File: config.mk
export PLATFORM = sky130hd
export DESIGN_NAME = iwin_top
export DESIGN_NICKNAME = d
export VERILOG_FILES = /design/src/rtl/iwin_pkg.sv /design/src/rtl/iwin_decode.sv /design/src/rtl/iwin_lanes.sv /design/src/rtl/iwin_xfer.sv /design/src/rtl/iwin_top.sv
export SDC_FILE = /design/constraint.sdc
export NUM_CORES = 1
export LEC_CHECK = 0
export ABC_CLOCK_PERIOD_IN_PS = 8300
export BUFFER_PORTS_ARGS = -buffer_cell sky130_fd_sc_hd__buf_2
export CORE_ASPECT_RATIO = 1.1
export CORE_MARGIN = 4
export CORE_UTILIZATION = 26
export DETAILED_ROUTE_END_ITERATION = 10
export GPL_TIMING_DRIVEN = 0
export HOLD_SLACK_MARGIN = 0.05
export PLACE_DENSITY_LB_ADDON = 0.1
export SLEW_MARGIN = 20
export SYNTH_ARGS = -nofsm -noshare
export SYNTH_HDL_FRONTEND = slang
export SYNTH_SLANG_ARGS = --single-unit
File: constraint.sdc
create_clock -name clk -period 8.3 [get_ports clk]
set_input_delay 0.415 -clock clk [delete_from_list [all_inputs] [get_ports clk]]
set_output_delay 0.415 -clock clk [all_outputs]
set_load 0.05 [all_outputs]
File: src/rtl/iwin_pkg.sv
package iwin_pkg;

  typedef enum logic [1:0] {
    SP_MEM  = 2'd0,
    SP_PRPH = 2'd1,
    SP_SHR  = 2'd2
  } space_e;

  typedef enum logic [3:0] {
    OP_NONE,
    OP_RDREG,
    OP_SET_MRA,
    OP_SET_MWA,
    OP_MEM_WR,
    OP_MEM_RD,
    OP_SET_PWA,
    OP_SET_PRA,
    OP_PRPH_WR,
    OP_PRPH_RD,
    OP_SET_CTRL,
    OP_SET_SDATA,
    OP_SH_WR,
    OP_SH_RD
  } win_op_e;

  // host-visible offsets; software decodes these
  localparam logic [11:0] OFS_MRA   = 12'h40C;
  localparam logic [11:0] OFS_MWA   = 12'h410;
  localparam logic [11:0] OFS_MWDAT = 12'h418;
  localparam logic [11:0] OFS_MRDAT = 12'h41C;
  localparam logic [11:0] OFS_PWA   = 12'h444;
  localparam logic [11:0] OFS_PRA   = 12'h448;
  localparam logic [11:0] OFS_PWDAT = 12'h44C;
  localparam logic [11:0] OFS_PRDAT = 12'h450;
  localparam logic [11:0] OFS_CTRL  = 12'h0EC;
  localparam logic [11:0] OFS_SDATA = 12'h0F4;

  localparam logic [1:0] SH_OPC_RD = 2'd2;
  localparam logic [1:0] SH_OPC_WR = 2'd3;

endpackage

File: src/rtl/iwin_decode.sv
module iwin_decode
  import iwin_pkg::*;
#(
  parameter int HA_W = 12
) (
  input  logic            host_we,
  input  logic [HA_W-1:0] host_addr,
  input  logic [1:0]      opc,
  output win_op_e         op,
  output logic            trig
);

  always_comb begin
    op = OP_NONE;
    if (host_we) begin
      case (host_addr)
        HA_W'(OFS_MRA):   op = OP_SET_MRA;
        HA_W'(OFS_MWA):   op = OP_SET_MWA;
        HA_W'(OFS_MWDAT): op = OP_MEM_WR;
        HA_W'(OFS_PWA):   op = OP_SET_PWA;
        HA_W'(OFS_PRA):   op = OP_SET_PRA;
        HA_W'(OFS_PWDAT): op = OP_PRPH_WR;
        HA_W'(OFS_SDATA): op = OP_SET_SDATA;
        HA_W'(OFS_CTRL): begin
          if (opc == SH_OPC_WR)      op = OP_SH_WR;
          else if (opc == SH_OPC_RD) op = OP_SH_RD;
          else                       op = OP_SET_CTRL;
        end
        default: op = OP_NONE;
      endcase
    end else begin
      case (host_addr)
        HA_W'(OFS_MRA), HA_W'(OFS_MWA), HA_W'(OFS_PWA),
        HA_W'(OFS_PRA), HA_W'(OFS_CTRL), HA_W'(OFS_SDATA): op = OP_RDREG;
        HA_W'(OFS_MRDAT): op = OP_MEM_RD;
        HA_W'(OFS_PRDAT): op = OP_PRPH_RD;
        default:          op = OP_NONE;
      endcase
    end
  end

  assign trig = (op == OP_MEM_WR)  || (op == OP_MEM_RD)  ||
                (op == OP_PRPH_WR) || (op == OP_PRPH_RD) ||
                (op == OP_SH_WR)   || (op == OP_SH_RD);

endmodule

File: src/rtl/iwin_lanes.sv
module iwin_lanes #(
  parameter int DW = 32,
  localparam int NB = DW / 8
) (
  input  logic [1:0]    cnt,
  output logic [NB-1:0] be,
  output logic [DW-1:0] mask
);

  for (genvar g = 0; g < NB; g++) begin : g_lane
    assign be[g]         = (g <= int'(cnt));
    assign mask[g*8 +: 8] = {8{be[g]}};
  end

endmodule

File: src/rtl/iwin_xfer.sv
module iwin_xfer (
  input  logic clk,
  input  logic rst_ni,
  input  logic host_req,
  input  logic trig,
  input  logic int_ready,
  output logic accept,
  output logic done,
  output logic int_req,
  output logic host_ready
);

  typedef enum logic [1:0] {S_IDLE, S_ISSUE, S_WAIT, S_RESP} st_e;
  st_e st_q, st_d;

  assign accept     = (st_q == S_IDLE) && host_req;
  assign done       = ((st_q == S_ISSUE) || (st_q == S_WAIT)) && int_ready;
  assign int_req    = (st_q == S_ISSUE);
  assign host_ready = (st_q == S_RESP);

  always_comb begin
    st_d = st_q;
    case (st_q)
      S_IDLE:  if (host_req) st_d = trig ? S_ISSUE : S_RESP;
      S_ISSUE: st_d = int_ready ? S_RESP : S_WAIT;
      S_WAIT:  if (int_ready) st_d = S_RESP;
      S_RESP:  st_d = S_IDLE;
      default: st_d = S_IDLE;
    endcase
  end

  always_ff @(posedge clk or negedge rst_ni) begin
    if (!rst_ni) st_q <= S_IDLE;
    else         st_q <= st_d;
  end

endmodule

File: src/rtl/iwin_top.sv
module iwin_top
  import iwin_pkg::*;
#(
  parameter int HA_W = 12,
  parameter int DW   = 32,
  parameter int AW   = 32,
  localparam int NB  = DW / 8,
  localparam int OFS_W = 16
) (
  input  logic            clk,
  input  logic            rst_n,
  input  logic            host_req,
  input  logic            host_we,
  input  logic [HA_W-1:0] host_addr,
  input  logic [DW-1:0]   host_wdata,
  output logic [DW-1:0]   host_rdata,
  output logic            host_ready,
  output logic            int_req,
  output logic            int_we,
  output logic [1:0]      int_space,
  output logic [AW-1:0]   int_addr,
  output logic [NB-1:0]   int_be,
  output logic [DW-1:0]   int_wdata,
  input  logic [DW-1:0]   int_rdata,
  input  logic            int_ready
);

  // reset: asserted asynchronously, released on a clock edge
  logic [1:0] rst_sync;
  logic       rst_ni;
  always_ff @(posedge clk or negedge rst_n) begin
    if (!rst_n) rst_sync <= 2'b00;
    else        rst_sync <= {rst_sync[0], 1'b1};
  end
  assign rst_ni = rst_sync[1];

  win_op_e op, op_q, op_d;
  logic    trig, accept, done;

  iwin_decode #(.HA_W(HA_W)) u_dec (
    .host_we(host_we), .host_addr(host_addr),
    .opc(host_wdata[29:28]), .op(op), .trig(trig)
  );

  iwin_xfer u_xfer (
    .clk(clk), .rst_ni(rst_ni), .host_req(host_req), .trig(trig),
    .int_ready(int_ready), .accept(accept), .done(done),
    .int_req(int_req), .host_ready(host_ready)
  );

  logic [AW-1:0] mra_q, mra_d, mwa_q, mwa_d;
  logic [DW-1:0] pwa_q, pwa_d, pra_q, pra_d, ctrl_q, ctrl_d, sdata_q, sdata_d;
  logic [DW-1:0] rdata_q, rdata_d, wd_q, wd_d;
  logic [AW-1:0] ad_q, ad_d;
  logic [NB-1:0] be_q, be_d;
  logic [1:0]    sp_q, sp_d;
  logic          we_q, we_d;

  logic [NB-1:0] wbe, rbe;
  logic [DW-1:0] wmask, rmask;

  iwin_lanes #(.DW(DW)) u_lane_w (.cnt(pwa_q[25:24]), .be(wbe), .mask(wmask));
  iwin_lanes #(.DW(DW)) u_lane_r (.cnt(pra_q[25:24]), .be(rbe), .mask(rmask));

  localparam logic [AW-1:0] STEP = AW'(NB);

  logic [DW-1:0] reg_rd;
  always_comb begin
    case (host_addr)
      HA_W'(OFS_MRA):   reg_rd = DW'(mra_q);
      HA_W'(OFS_MWA):   reg_rd = DW'(mwa_q);
      HA_W'(OFS_PWA):   reg_rd = pwa_q;
      HA_W'(OFS_PRA):   reg_rd = pra_q;
      HA_W'(OFS_CTRL):  reg_rd = ctrl_q;
      HA_W'(OFS_SDATA): reg_rd = sdata_q;
      default:          reg_rd = '0;
    endcase
  end

  always_comb begin
    op_d = op_q;   mra_d = mra_q;   mwa_d = mwa_q;
    pwa_d = pwa_q; pra_d = pra_q;   ctrl_d = ctrl_q; sdata_d = sdata_q;
    rdata_d = rdata_q; wd_d = wd_q; ad_d = ad_q; be_d = be_q;
    sp_d = sp_q;   we_d = we_q;
    if (accept) begin
      op_d    = op;
      rdata_d = '0;
      case (op)
        OP_RDREG:     rdata_d = reg_rd;
        OP_SET_MRA:   mra_d   = AW'(host_wdata);
        OP_SET_MWA:   mwa_d   = AW'(host_wdata);
        OP_SET_PWA:   pwa_d   = host_wdata;
        OP_SET_PRA:   pra_d   = host_wdata;
        OP_SET_SDATA: sdata_d = host_wdata;
        OP_SET_CTRL, OP_SH_WR, OP_SH_RD: ctrl_d = host_wdata;
        default: ;
      endcase
      case (op)
        OP_MEM_WR: begin
          we_d = 1'b1; sp_d = SP_MEM; ad_d = mwa_q; be_d = '1; wd_d = host_wdata;
        end
        OP_MEM_RD: begin
          we_d = 1'b0; sp_d = SP_MEM; ad_d = mra_q; be_d = '1; wd_d = '0;
        end
        OP_PRPH_WR: begin
          we_d = 1'b1; sp_d = SP_PRPH; ad_d = AW'(pwa_q[OFS_W-1:0]);
          be_d = wbe;  wd_d = host_wdata & wmask;
        end
        OP_PRPH_RD: begin
          we_d = 1'b0; sp_d = SP_PRPH; ad_d = AW'(pra_q[OFS_W-1:0]);
          be_d = rbe;  wd_d = '0;
        end
        OP_SH_WR: begin
          we_d = 1'b1; sp_d = SP_SHR; ad_d = AW'(host_wdata[OFS_W-1:0]);
          be_d = '1;   wd_d = sdata_q;
        end
        OP_SH_RD: begin
          we_d = 1'b0; sp_d = SP_SHR; ad_d = AW'(host_wdata[OFS_W-1:0]);
          be_d = '1;   wd_d = '0;
        end
        default: ;
      endcase
    end
    if (done) begin
      case (op_q)
        OP_MEM_WR:  mwa_d = mwa_q + STEP;
        OP_MEM_RD: begin
          mra_d   = mra_q + STEP;
          rdata_d = int_rdata;
        end
        OP_PRPH_RD: rdata_d = int_rdata & rmask;
        OP_SH_RD:   sdata_d = int_rdata;
        default: ;
      endcase
    end
  end

  logic upd_en;
  assign upd_en = accept | done;

  always_ff @(posedge clk or negedge rst_ni) begin
    if (!rst_ni) begin
      op_q <= OP_NONE; mra_q <= '0; mwa_q <= '0; pwa_q <= '0; pra_q <= '0;
      ctrl_q <= '0; sdata_q <= '0; rdata_q <= '0; wd_q <= '0; ad_q <= '0;
      be_q <= '0; sp_q <= '0; we_q <= 1'b0;
    end else if (upd_en) begin
      op_q <= op_d; mra_q <= mra_d; mwa_q <= mwa_d; pwa_q <= pwa_d; pra_q <= pra_d;
      ctrl_q <= ctrl_d; sdata_q <= sdata_d; rdata_q <= rdata_d; wd_q <= wd_d;
      ad_q <= ad_d; be_q <= be_d; sp_q <= sp_d; we_q <= we_d;
    end
  end

  assign host_rdata = rdata_q;
  assign int_we     = we_q;
  assign int_space  = sp_q;
  assign int_addr   = ad_q;
  assign int_be     = be_q;
  assign int_wdata  = wd_q;

endmodule

Yosys cells after proc, flatten, opt, wreduce, memory -nomap -nowiden. Index checks and enable logic that the tools add are counted.

Input bits: 81. Register bits: 303. Output and inout port bits: 105. Logic and storage cells: 124.

Bitwise logic cells: 3. $add $sub $neg: 2. Reduce and logical (&&, ||, !) cells: 32. Eq/ne operators: 34. Mux-type cells: 32. Magnitude comparators: 6.

Operators by type and width (number): 32-bit 2-to-1 mux (15); 32-bit case mux with 6 select lines (1); 32-bit case mux with 5 select lines (1); 32-bit case mux with 4 select lines (1); 12-bit by 11-bit equality test with 1-bit output (second input constant) (8); 32-bit by 3-bit adder with 32-bit output (second input constant) (2); 32-bit bitwise AND (2); 32-bit case mux with 2 select lines (1); 4-bit equality test (second input constant) (8); 4-bit case mux with 8 select lines (1); 12-bit by 8-bit equality test with 1-bit output (second input constant) (2); 4-bit by 3-bit equality test with 1-bit output (second input constant) (6); 4-bit case mux with 3 select lines (2); 3-bit AND reduction (8); 3-bit OR reduction (3); 2-bit equality test (second input constant) (4); 4-bit by 2-bit equality test with 1-bit output (second input constant) (2); 2-bit less-or-equal comparator (first input constant) (4); 4-bit 2-to-1 mux (2); 2-bit case mux with 4 select lines (1); 1-bit logical OR (6); 2-bit 2-to-1 mux (3); 2-bit case mux with 3 select lines (1); 3-bit nonzero test (2); 17 further kinds (23).

Logic depth before layout (Yosys ltp). Gate-level depths: netlist (run 1).

Depth after elaboration: 14. Mapped depth: 12. Mapped depth without buffers: 9.

Modules after synthesis. Synthesis (run 1) repeated with hierarchy kept, for this count alone.

Cells, all modules: 1741. Area, all modules: 16867.4 µm².

By module, submodules not included: iwin_top (times used 1, cells each 1587, area an instance 15763.9 µm², seq. area each 7532.2 µm²); iwin_lanes (times used 2, cells each 37, area an instance 269.0 µm², seq. area each 0.0 µm²); iwin_decode (times used 1, cells each 57, area an instance 365.4 µm², seq. area each 0.0 µm²); iwin_xfer (times used 1, cells each 23, area an instance 200.2 µm², seq. area each 50.0 µm²).

Least setup slack after synthesis (run 1). OpenSTA, ideal clock, no wires.

Kind: input-to-reg. Start point: input port host_addr[9]. End point: register pwa_q[0]. Buffers on the path: 1. Data arrival time: 2698 ps. Stages on the path: 7. Required time: 8175 ps. Path slack: 5477 ps. Setup time: 125 ps. Cells stage by stage: or4b_4 -> nor4_4 -> a21o_1 -> o21ai_2 -> nor4_4 -> buf_2 -> mux2_2.

Longest elaborated chain between the ends: 6. Elaborated cells between the ends (all ways): 16. Those cells by class: eq/ne (11); mux (3); reduce/logical (2).

RTL lines: start: declaration (line iwin_top.sv:14) `input logic [HA_W-1:0] host_addr,`; 12-bit by 11-bit equality test with 1-bit output or 12-bit by 8-bit equality test with 1-bit output (tied branches) (line iwin_decode.sv:16, iwin_decode.sv:32); 6-bit OR reduction (line iwin_decode.sv:32) `case (host_addr)`; 4-bit case mux with 3 select lines (line iwin_decode.sv:32); 4-bit 2-to-1 mux * (line iwin_decode.sv:15) `if (host_we) begin`; 4-bit by 3-bit equality test with 1-bit output * (line iwin_top.sv:88) `case (op)`; 3-bit AND reduction (no line) *; end signal: assignment (line iwin_top.sv:147) `op_q <= op_d; mra_q <= mra_d; mwa_q <= mwa_d; pwa_q <= pwa_d; pra_q <= pra_d;`; end: declaration (line iwin_top.sv:52) `logic [DW-1:0] pwa_q, pwa_d, pra_q, pra_d, ctrl_q, ctrl_d, sdata_q, sdata_d;`.

Mark *: on every way between the ends. The rest lies on a longest branch, timed or not. A chain may end at the register's enable or synchronous reset.

Worst setup path in the final report (run 1).
Start point: register u_xfer.st_q[0]. End point: register mra_q[10].

Longest elaborated chain between the ends: 5. Elaborated cells between the ends (all ways): 10. Those cells by class: eq/ne (2); mux (3); bitwise (1); reduce/logical (4).

RTL lines: start: declaration (line iwin_xfer.sv:14) `st_e st_q, st_d;`; start signal: assignment (line iwin_xfer.sv:34) `else st_q <= st_d;`; 2-bit logical NOT (line iwin_xfer.sv:16) `assign accept = (st_q == S_IDLE) && host_req;`; 1-bit logical AND (line iwin_xfer.sv:16); 32-bit 2-to-1 mux (line iwin_top.sv:85) `if (accept) begin`; 32-bit 2-to-1 mux (line iwin_top.sv:125) `case (op_q)`; 32-bit 2-to-1 mux (line iwin_top.sv:124) `if (done) begin`; end signal: assignment (line iwin_top.sv:147); end: declaration (line iwin_top.sv:51) `logic [AW-1:0] mra_q, mra_d, mwa_q, mwa_d;`.

Several ways; a longest one is shown, not always the timed one.

==> results of run 1 <==
## kinds of logic (layout without fill, tap and decap cells)
| logic type | after synthesis | after routing | share of synthesized area |
|---|---|---|---|
| compound gates | 524 | 524 | 0.229 |
| xor+xnor | 7 | 7 | 0.00389 |
| fa+ha+maj | 7 | 7 | 0.00555 |
| buf+inv | 125 | 394 | 0.0320 |
| flops | 303 | 303 | 0.481 |
| mux | 99 | 99 | 0.0703 |
| other cells | 1 | 1 | 0.000238 |
| simple gates | 593 | 593 | 0.178 |
## synth_stat cells, types with 5 or more instances
| master | number |
|---|---|
| sky130_fd_sc_hd__o22ai_1 | 22 |
| sky130_fd_sc_hd__ha_1 | 7 |
| sky130_fd_sc_hd__o21ai_1 | 5 |
| sky130_fd_sc_hd__and2_1 | 9 |
| sky130_fd_sc_hd__mux2_1 | 8 |
| sky130_fd_sc_hd__and3_1 | 12 |
| sky130_fd_sc_hd__mux2i_1 | 5 |
| sky130_fd_sc_hd__a21oi_1 | 74 |
| sky130_fd_sc_hd__mux2_2 | 86 |
| sky130_fd_sc_hd__clkbuf_1 | 85 |
| sky130_fd_sc_hd__a21o_1 | 22 |
| sky130_fd_sc_hd__or3_1 | 10 |
| sky130_fd_sc_hd__buf_2 | 25 |
| sky130_fd_sc_hd__o31ai_1 | 5 |
| sky130_fd_sc_hd__nor2b_1 | 7 |
| sky130_fd_sc_hd__nor3_1 | 28 |
| sky130_fd_sc_hd__nand3_1 | 44 |
| sky130_fd_sc_hd__dfrtp_1 | 303 |
| sky130_fd_sc_hd__a22o_1 | 26 |
| sky130_fd_sc_hd__nand2b_1 | 8 |
| sky130_fd_sc_hd__inv_1 | 11 |
| sky130_fd_sc_hd__a31oi_1 | 49 |
| sky130_fd_sc_hd__a311oi_1 | 5 |
| sky130_fd_sc_hd__nor2_1 | 174 |
| sky130_fd_sc_hd__and4_1 | 7 |
| sky130_fd_sc_hd__nand2_1 | 224 |
| sky130_fd_sc_hd__a22oi_1 | 102 |
| sky130_fd_sc_hd__nor4_1 | 14 |
| sky130_fd_sc_hd__o21ai_0 | 98 |
| sky130_fd_sc_hd__nand4_1 | 17 |
| sky130_fd_sc_hd__a211oi_1 | 26 |
| sky130_fd_sc_hd__a221oi_1 | 43 |
| sky130_fd_sc_hd__nand3b_1 | 5 |
## sequential cells by signal, indices dropped and copies added (netlist names)
name and count:
int_addr 32, rst_sync 2, pwa_q 32, sdata_q 32
int_we 1, pra_q 32, int_space 2, op_q 4
mwa_q 32, int_wdata 32, u_xfer.st_q 2, mra_q 32
host_rdata 32, ctrl_q 32, int_be 4
## timing repair
action / in CTS / in global routing
setup buffers: 0 / 0
endpoints found under the hold margin: 2 / 0
hold buffers: 1 / 0
## metal layers
layer	vias up	GRT usage	part of all wire
li1	6697	-	-
met1	7611	0.295	0.43
met2	470	0.386	0.49
met3	78	0.0290	0.048
met4	0	0.0576	0.025
met5	-	0	0
## worst max-delay path, delay by kind of cell (launching register included)
family / cells / cell delay, ns
AND/OR/NAND/NOR: 2 / 0.70
AO/OA/AOI/OAI: 3 / 1.24
buffers and inverters: 3 / 1.14
flip-flops: 1 / 0.40
adder cells (fa/ha/maj): 1 / 0.20
## power breakdown
part | total [W] | internal, W | switching, W
Combinational | 0.000379 | 0.0000803 | 0.000299
Clock | 0.00171 | 0.000991 | 0.000715
Sequential | 0.00151 | 0.00149 | 0.0000198
## through the flow
stage | std cells | hold slack (ns) | setup WS (ns) | util
2_1_floorplan | 1659 | 0.119 | 3.34 | -
3_3_place_gp | 2612 | 0.201 | 0.636 | 0.294
3_5_place_dp | 2625 | 0.203 | 4.05 | 0.299
4_1_cts | 2696 | 0.0682 | 4.54 | 0.320
5_1_grt | 2696 | 0.0869 | 4.33 | 0.320
6_report | 2696 | 0.0931 | 4.48 | 0.320
## how the worst min path moves through the flow
stage / to / cells past startpoint
after floorplan: rst_sync[0]$_DFF_PN0_ / 0
after CTS: host_rdata[28]$_DFFE_PN0N_ / 3
after global routing: host_rdata[23]$_DFFE_PN0N_ / 3
final: host_rdata[28]$_DFFE_PN0N_ / 3
after global placement: rst_sync[0]$_DFF_PN0_ / 1
after detailed placement: rst_sync[0]$_DFF_PN0_ / 1
## final cells by class
class	instances	area (sq um)	area share
plain buffers	114	463	0.0241
inverters	11	41.3	0.00215
flip-flops and latches	303	7590	0.395
well taps	768	961	0.0501
clock buffers	56	1140	0.0594
multi-input cells	1231	7740	0.403
repair buffers	199	1140	0.0596
clock inverters	14	120	0.00626
==> flow_summary.yaml, run 1 <==
floorplanning:
  dieWidth_um: 243
  initial_core_utilization: 0.263
  chipHeight_um: 266
  placeable_core_area_sq_um: 60000
  count_of_standard_cell_rows: 94
  floorplan.io_pins: 186
  fp.dieArea_sq_um: 64700
worst_setup_path:
  timing.rr.end: "mra_q[10]$_DFFE_PN0N_"
  critical_path.slowest_cell: "sky130_fd_sc_hd__o21ai_1"
  critical_path.endpoint_type: "flop"
  setup.worst_path.end: "mra_q[10]$_DFFE_PN0N_"
  worst-endpoint-required_ns: 8.74
  path_max_fanout: 10
  timing_worst_setup_path_type: "flop to flop"
  crit_path_max_incr_delay_ns: 0.83
  startpoint_type: "flop"
  r2r_slack_ns: 4.48
  timing.critical_path.arrival_ns: 4.26
  worstSetupStartpoint: "u_xfer.st_q[0]$_DFFE_PN0P_"
  timing.critical_path.mode_cell: "sky130_fd_sc_hd__clkbuf_1"
  worstReg2RegStart: "u_xfer.st_q[0]$_DFFE_PN0P_"
  r2r.worst_path.cells: 9
  timing.critical_path.cells: "inv_1 -> ha_1 -> and2_1 -> clkbuf_1 -> nand3_1 -> o21ai_1 -> clkbuf_1 -> o21ai_0 -> a21o_1"
clocking:
  post_cts.resized_instances: 0
  htreeDepth: 2
  cts_tree: "built"
  clock_buffer_count_from_cts: 39
  clkSlewWorstSetupHoldPaths_ns: 0.06
  ctsLongestPathBuffers: 3
  cts_root_buffer: "sky130_fd_sc_hd__clkbuf_16"
  cts.sinks: 303
  clkLatencyLatePin_ns: 0.57
sta:
  slew_headroom: 0.245
  setup_viol: 0
  max_freq_mhz: 262
  slew_viol_final: 0
  final.period_utilization: 0.460
  timing.final.crit_period_ns: 3.82
  rsz0062_at_grt: "false"
  hold_viol: 0
  worst_slew_pin_slew_ns: 1.13
  worst_clock_skew_ns: 0.0326
  fin_tns_setup_ns: 0
drt:
  postRouteAntennaNets: 0
  drt_iter0_drc: 1202
  drt_pass1_iterations: 5
  vias_per_cell: 5.51
  total_vias_in_the_final_route: 14900
  routed_wire_length_per_instance_um: 27.3
  drc: 0
  postRouteWirelength_um: 73600
layout:
  area_growth_pct: 21.7
  diodes: 0
  drive_gt1_frac: 0.213
  final_common_cell: "sky130_fd_sc_hd__dfrtp_1"
  finish.net_count: 1987
  mostFrequentLayoutCells: "sky130_fd_sc_hd__dfrtp_1 (302), sky130_fd_sc_hd__nand2_1 (224), sky130_fd_sc_hd__buf_2 (212)"
  filler_cell_count: 6379
  final_cell_area_sq_um: 19200
logic_synthesis:
  yosysWarnings: 0
  primary_ff_master_synth: "sky130_fd_sc_hd__dfrtp_1"
  synth-seq-area-share: 0.481
  synth-edff-count: 0
  synth-async-reset-ratio: 1.00
  post_synth_num_cell_types: 81
  syn_avg_cell_area_sq_um: 9.51
  syn_inst: 1659
  syn_nets: 1747
  synth_top_cell_area_share: 0.481
  ys_top_cells_by_area: "sky130_fd_sc_hd__dfrtp_1 (48%), sky130_fd_sc_hd__mux2_2 (6.1%), sky130_fd_sc_hd__nand2_1 (5.3%), sky130_fd_sc_hd__a22oi_1 (4.9%), sky130_fd_sc_hd__nor2_1 (4.1%)"
  synthesis.area_sq_um: 15800
  ys_ff_latch: 303
  synth_top_cell_by_area: "sky130_fd_sc_hd__dfrtp_1"
pwr:
  power.static_leakage_nw: 8.81
  total_power_w: 0.00360
  power.density_nw_per_um2: 187
  power.ir.vdd_worst_mv: 0.116
global_route:
  pin_count_of_the_biggest_net_entering_global_routing: 53
  number_of_global_route_vias_before_repair: 15100
  grt_first_pass_wirelength_um: 107000
  grt_overflow_total: 0
  antenna_found_initial: 2
  grt.total_usage: 0.223
placed_design:
  numPortBuffers: 185
  gp_congestion: 0.902
  place.detailed.hpwl_um: 55500
  place_area_sq_um: 17900
outcome:
  outcome: "completed"
min_path:
  worst_hold_path_type: "input port to flop"
  hp-start: "int_rdata[28]"
run:
  drv.max_cap_violation_count: 0
(Power assumes the default switching activity.)
==> run 2: changes to the inputs <==
--- a/config.mk
+++ b/config.mk
@@ -5,7 +5,7 @@
 export SDC_FILE = /design/constraint.sdc
 export NUM_CORES = 1
 export LEC_CHECK = 0
-export ABC_CLOCK_PERIOD_IN_PS = 8300
+export ABC_CLOCK_PERIOD_IN_PS = 3100
 export BUFFER_PORTS_ARGS = -buffer_cell sky130_fd_sc_hd__buf_2
 export CORE_ASPECT_RATIO = 1.1
 export CORE_MARGIN = 4
==> constraint.sdc (replaced) <==
create_clock -name clk -period 3.1 [get_ports clk]
set_input_delay 0.155 -clock clk [delete_from_list [all_inputs] [get_ports clk]]
set_output_delay 0.155 -clock clk [all_outputs]
set_load 0.05 [all_outputs]
==> run 2 against run 1 <==
Core utilization grew 1.6 points. Combinational power grew to 2.9 times the previous value. Sequential power grew to 2.7 times the previous value. Critical path depth shrank 1. Register-to-register slack lost 4.4 ns. Wire length is essentially flat. Sequential cell count is the same. Largest cell class unchanged. Design area grew 5.0%. Clock skew shrank 0.0072 ns. Sequential share of layout area shrank 1.9 points. Die area is the same.
==> flow_summary.yaml, run 2 (synthesis results as in run 1) <==
floorplanning:
  placeable_core_area_sq_um: 60000
  initial_core_utilization: 0.263
  floorplan.io_pins: 186
  chipHeight_um: 266
  fp.dieArea_sq_um: 64700
  count_of_standard_cell_rows: 94
  dieWidth_um: 243
run:
  drv.max_cap_violation_count: 0
sta:
  hold_viol: 0
  setup_viol: 0
  timing.final.crit_period_ns: 3.00
  max_freq_mhz: 333
  final.period_utilization: 0.968
  slew_headroom: 0.225
  worst_clock_skew_ns: 0.0254
  slew_viol_final: 0
  fin_tns_setup_ns: 0
  worst_slew_pin_slew_ns: 1.16
drt:
  routed_wire_length_per_instance_um: 26.5
  postRouteAntennaNets: 0
  drt_pass1_iterations: 5
  drc: 0
  total_vias_in_the_final_route: 15200
  vias_per_cell: 5.49
  drt_iter0_drc: 1255
  postRouteWirelength_um: 73600
min_path:
  worst_hold_path_type: "flop to async pin"
placed_design:
  post-place-cells: 2626
  numPortBuffers: 185
  place.detailed.hpwl_um: 55500
  gp_congestion: 0.907
worst_setup_path:
  critical_path.slowest_cell: "sky130_fd_sc_hd__or4_1"
  startpoint_type: "flop"
  timing.critical_path.cells: "inv_1 -> ha_1 -> nand2_1 -> or4_1 -> clkbuf_2 -> clkbuf_2 -> nor4_1 -> nor3_1"
  crit_path_max_incr_delay_ns: 0.64
  r2r_slack_ns: 0.1
  timing_worst_setup_path_type: "flop to flop"
  path_max_fanout: 10
  critical_path.endpoint_type: "flop"
  worst-path-buf-inv: 3
  worst-endpoint-required_ns: 3.55
  timing.critical_path.mode_cell: "sky130_fd_sc_hd__clkbuf_2"
  cell_type_group_with_the_largest_total_delay_on_the_critical_path: "simple AND/OR/NAND/NOR gates"
  timing.critical_path.arrival_ns: 3.45
global_route:
  gr-usage-met2: 0.379
  groute.layer.met3.usage: 0.0307
  grt.total_usage: 0.223
  number_of_global_route_vias_before_repair: 15100
  antenna_found_initial: 3
  grt_util_met1: 0.291
  pin_count_of_the_biggest_net_entering_global_routing: 51
  gr-max-usage-layer: "met2"
  grt_first_pass_wirelength_um: 107000
  grt_overflow_total: 0
pwr:
  total_power_w: 0.00971
  power.ir.vdd_worst_mv: 0.318
  power.density_nw_per_um2: 482
  power.static_leakage_nw: 9.27
clocking:
  cts_root_buffer: "sky130_fd_sc_hd__clkbuf_16"
  clock_buffer_count_from_cts: 38
  htreeDepth: 2
  clkLatencyLatePin_ns: 0.58
  cts.sinks: 303
  ctsLongestPathBuffers: 3
  cts_tree: "built"
  clkSlewWorstSetupHoldPaths_ns: 0.06
layout:
  mostFrequentLayoutCells: "sky130_fd_sc_hd__dfrtp_1 (302), sky130_fd_sc_hd__nand2_1 (224), sky130_fd_sc_hd__buf_2 (212)"
  area_growth_pct: 27.8
  final_common_cell: "sky130_fd_sc_hd__dfrtp_1"
  finish.net_count: 2066
  drive_gt1_frac: 0.232
  instances_no_fill: 2774
outcome:
  outcome: "completed"
-- run 2: layout make-up --
class | count | area [sq um]
Fill cell | 6258 | 39800
Multi-Input combinational cell | 1231 | 7860
Sequential cell | 303 | 7590
Timing Repair Buffer | 282 | 1960
Clock buffer | 56 | 1110
Tap cell | 768 | 961
Buffer | 111 | 484
Clock inverter | 11 | 158
Inverter | 11 | 41.3
Antenna cell | 1 | 2.50
-- run 2: worst paths after layout --
kind                                       startpoint                         end  depth (start not counted)
setup / recovery           u_xfer.st_q[1]$_DFFE_PN0P_       mwa_q[13]$_DFFE_PN0N_                          8
hold / removal                  rst_sync[1]$_DFF_PN0_  host_rdata[16]$_DFFE_PN0N_                          0
setup reg to reg           u_xfer.st_q[1]$_DFFE_PN0P_       mwa_q[13]$_DFFE_PN0N_                          8
hold reg to reg                 rst_sync[1]$_DFF_PN0_  host_rdata[16]$_DFFE_PN0N_                          0
max in group asynchronous       rst_sync[1]$_DFF_PN0_  u_xfer.st_q[1]$_DFFE_PN0P_                          3
min in group clk                       host_wdata[29]       mra_q[29]$_DFFE_PN0N_                          4
-- run 2: per-stage QoR --
step | hold WS [ns] | utilization | cell area (sq um) | setup slack (ns)
after floorplan | -0.141 | - | 15800 | 0.0861
after global placement | -0.0589 | 0.294 | 17700 | -1.57
after detailed placement | -0.0579 | 0.299 | 18000 | -0.925
after CTS | 0.288 | 0.334 | 20100 | 0.00821
after global routing | 0.314 | 0.336 | 20200 | -0.0137
final | 0.274 | 0.336 | 20200 | 0.0986
-- run 2: routing by layer --
layer  up-vias  share of wire
met5         -              0
met4         0          0.036
met3       100          0.053
met2       546           0.49
met1      7735           0.43
li1       6861              -
-- run 2: worst reg2reg max path, stage by stage (launching register included) --
cell	delay [ns]
sky130_fd_sc_hd__dfrtp_1	0.42
sky130_fd_sc_hd__inv_1	0.10
sky130_fd_sc_hd__ha_1	0.42
sky130_fd_sc_hd__nand2_1	0.20
sky130_fd_sc_hd__or4_1	0.64
sky130_fd_sc_hd__clkbuf_2	0.31
sky130_fd_sc_hd__clkbuf_2	0.32
sky130_fd_sc_hd__nor4_1	0.37
sky130_fd_sc_hd__nor3_1	0.09
-- run 2: power by group --
part	leakage (nW)	switching (W)	internal, W
clock	0.613	0.00190	0.00266
sequential	4.21	0.0000525	0.00400
combinational	4.46	0.000818	0.000280
total	9.27	0.00277	0.00694
-- run 2: what timing repair did --
item	in CTS	in global routing
setup buffers	13	3
hold endpoints to repair	260	0
hold buffers	67	0
setup endpoints to repair	201	169
resized for setup	22	44
pin swaps	10	2
gates cloned	0	0
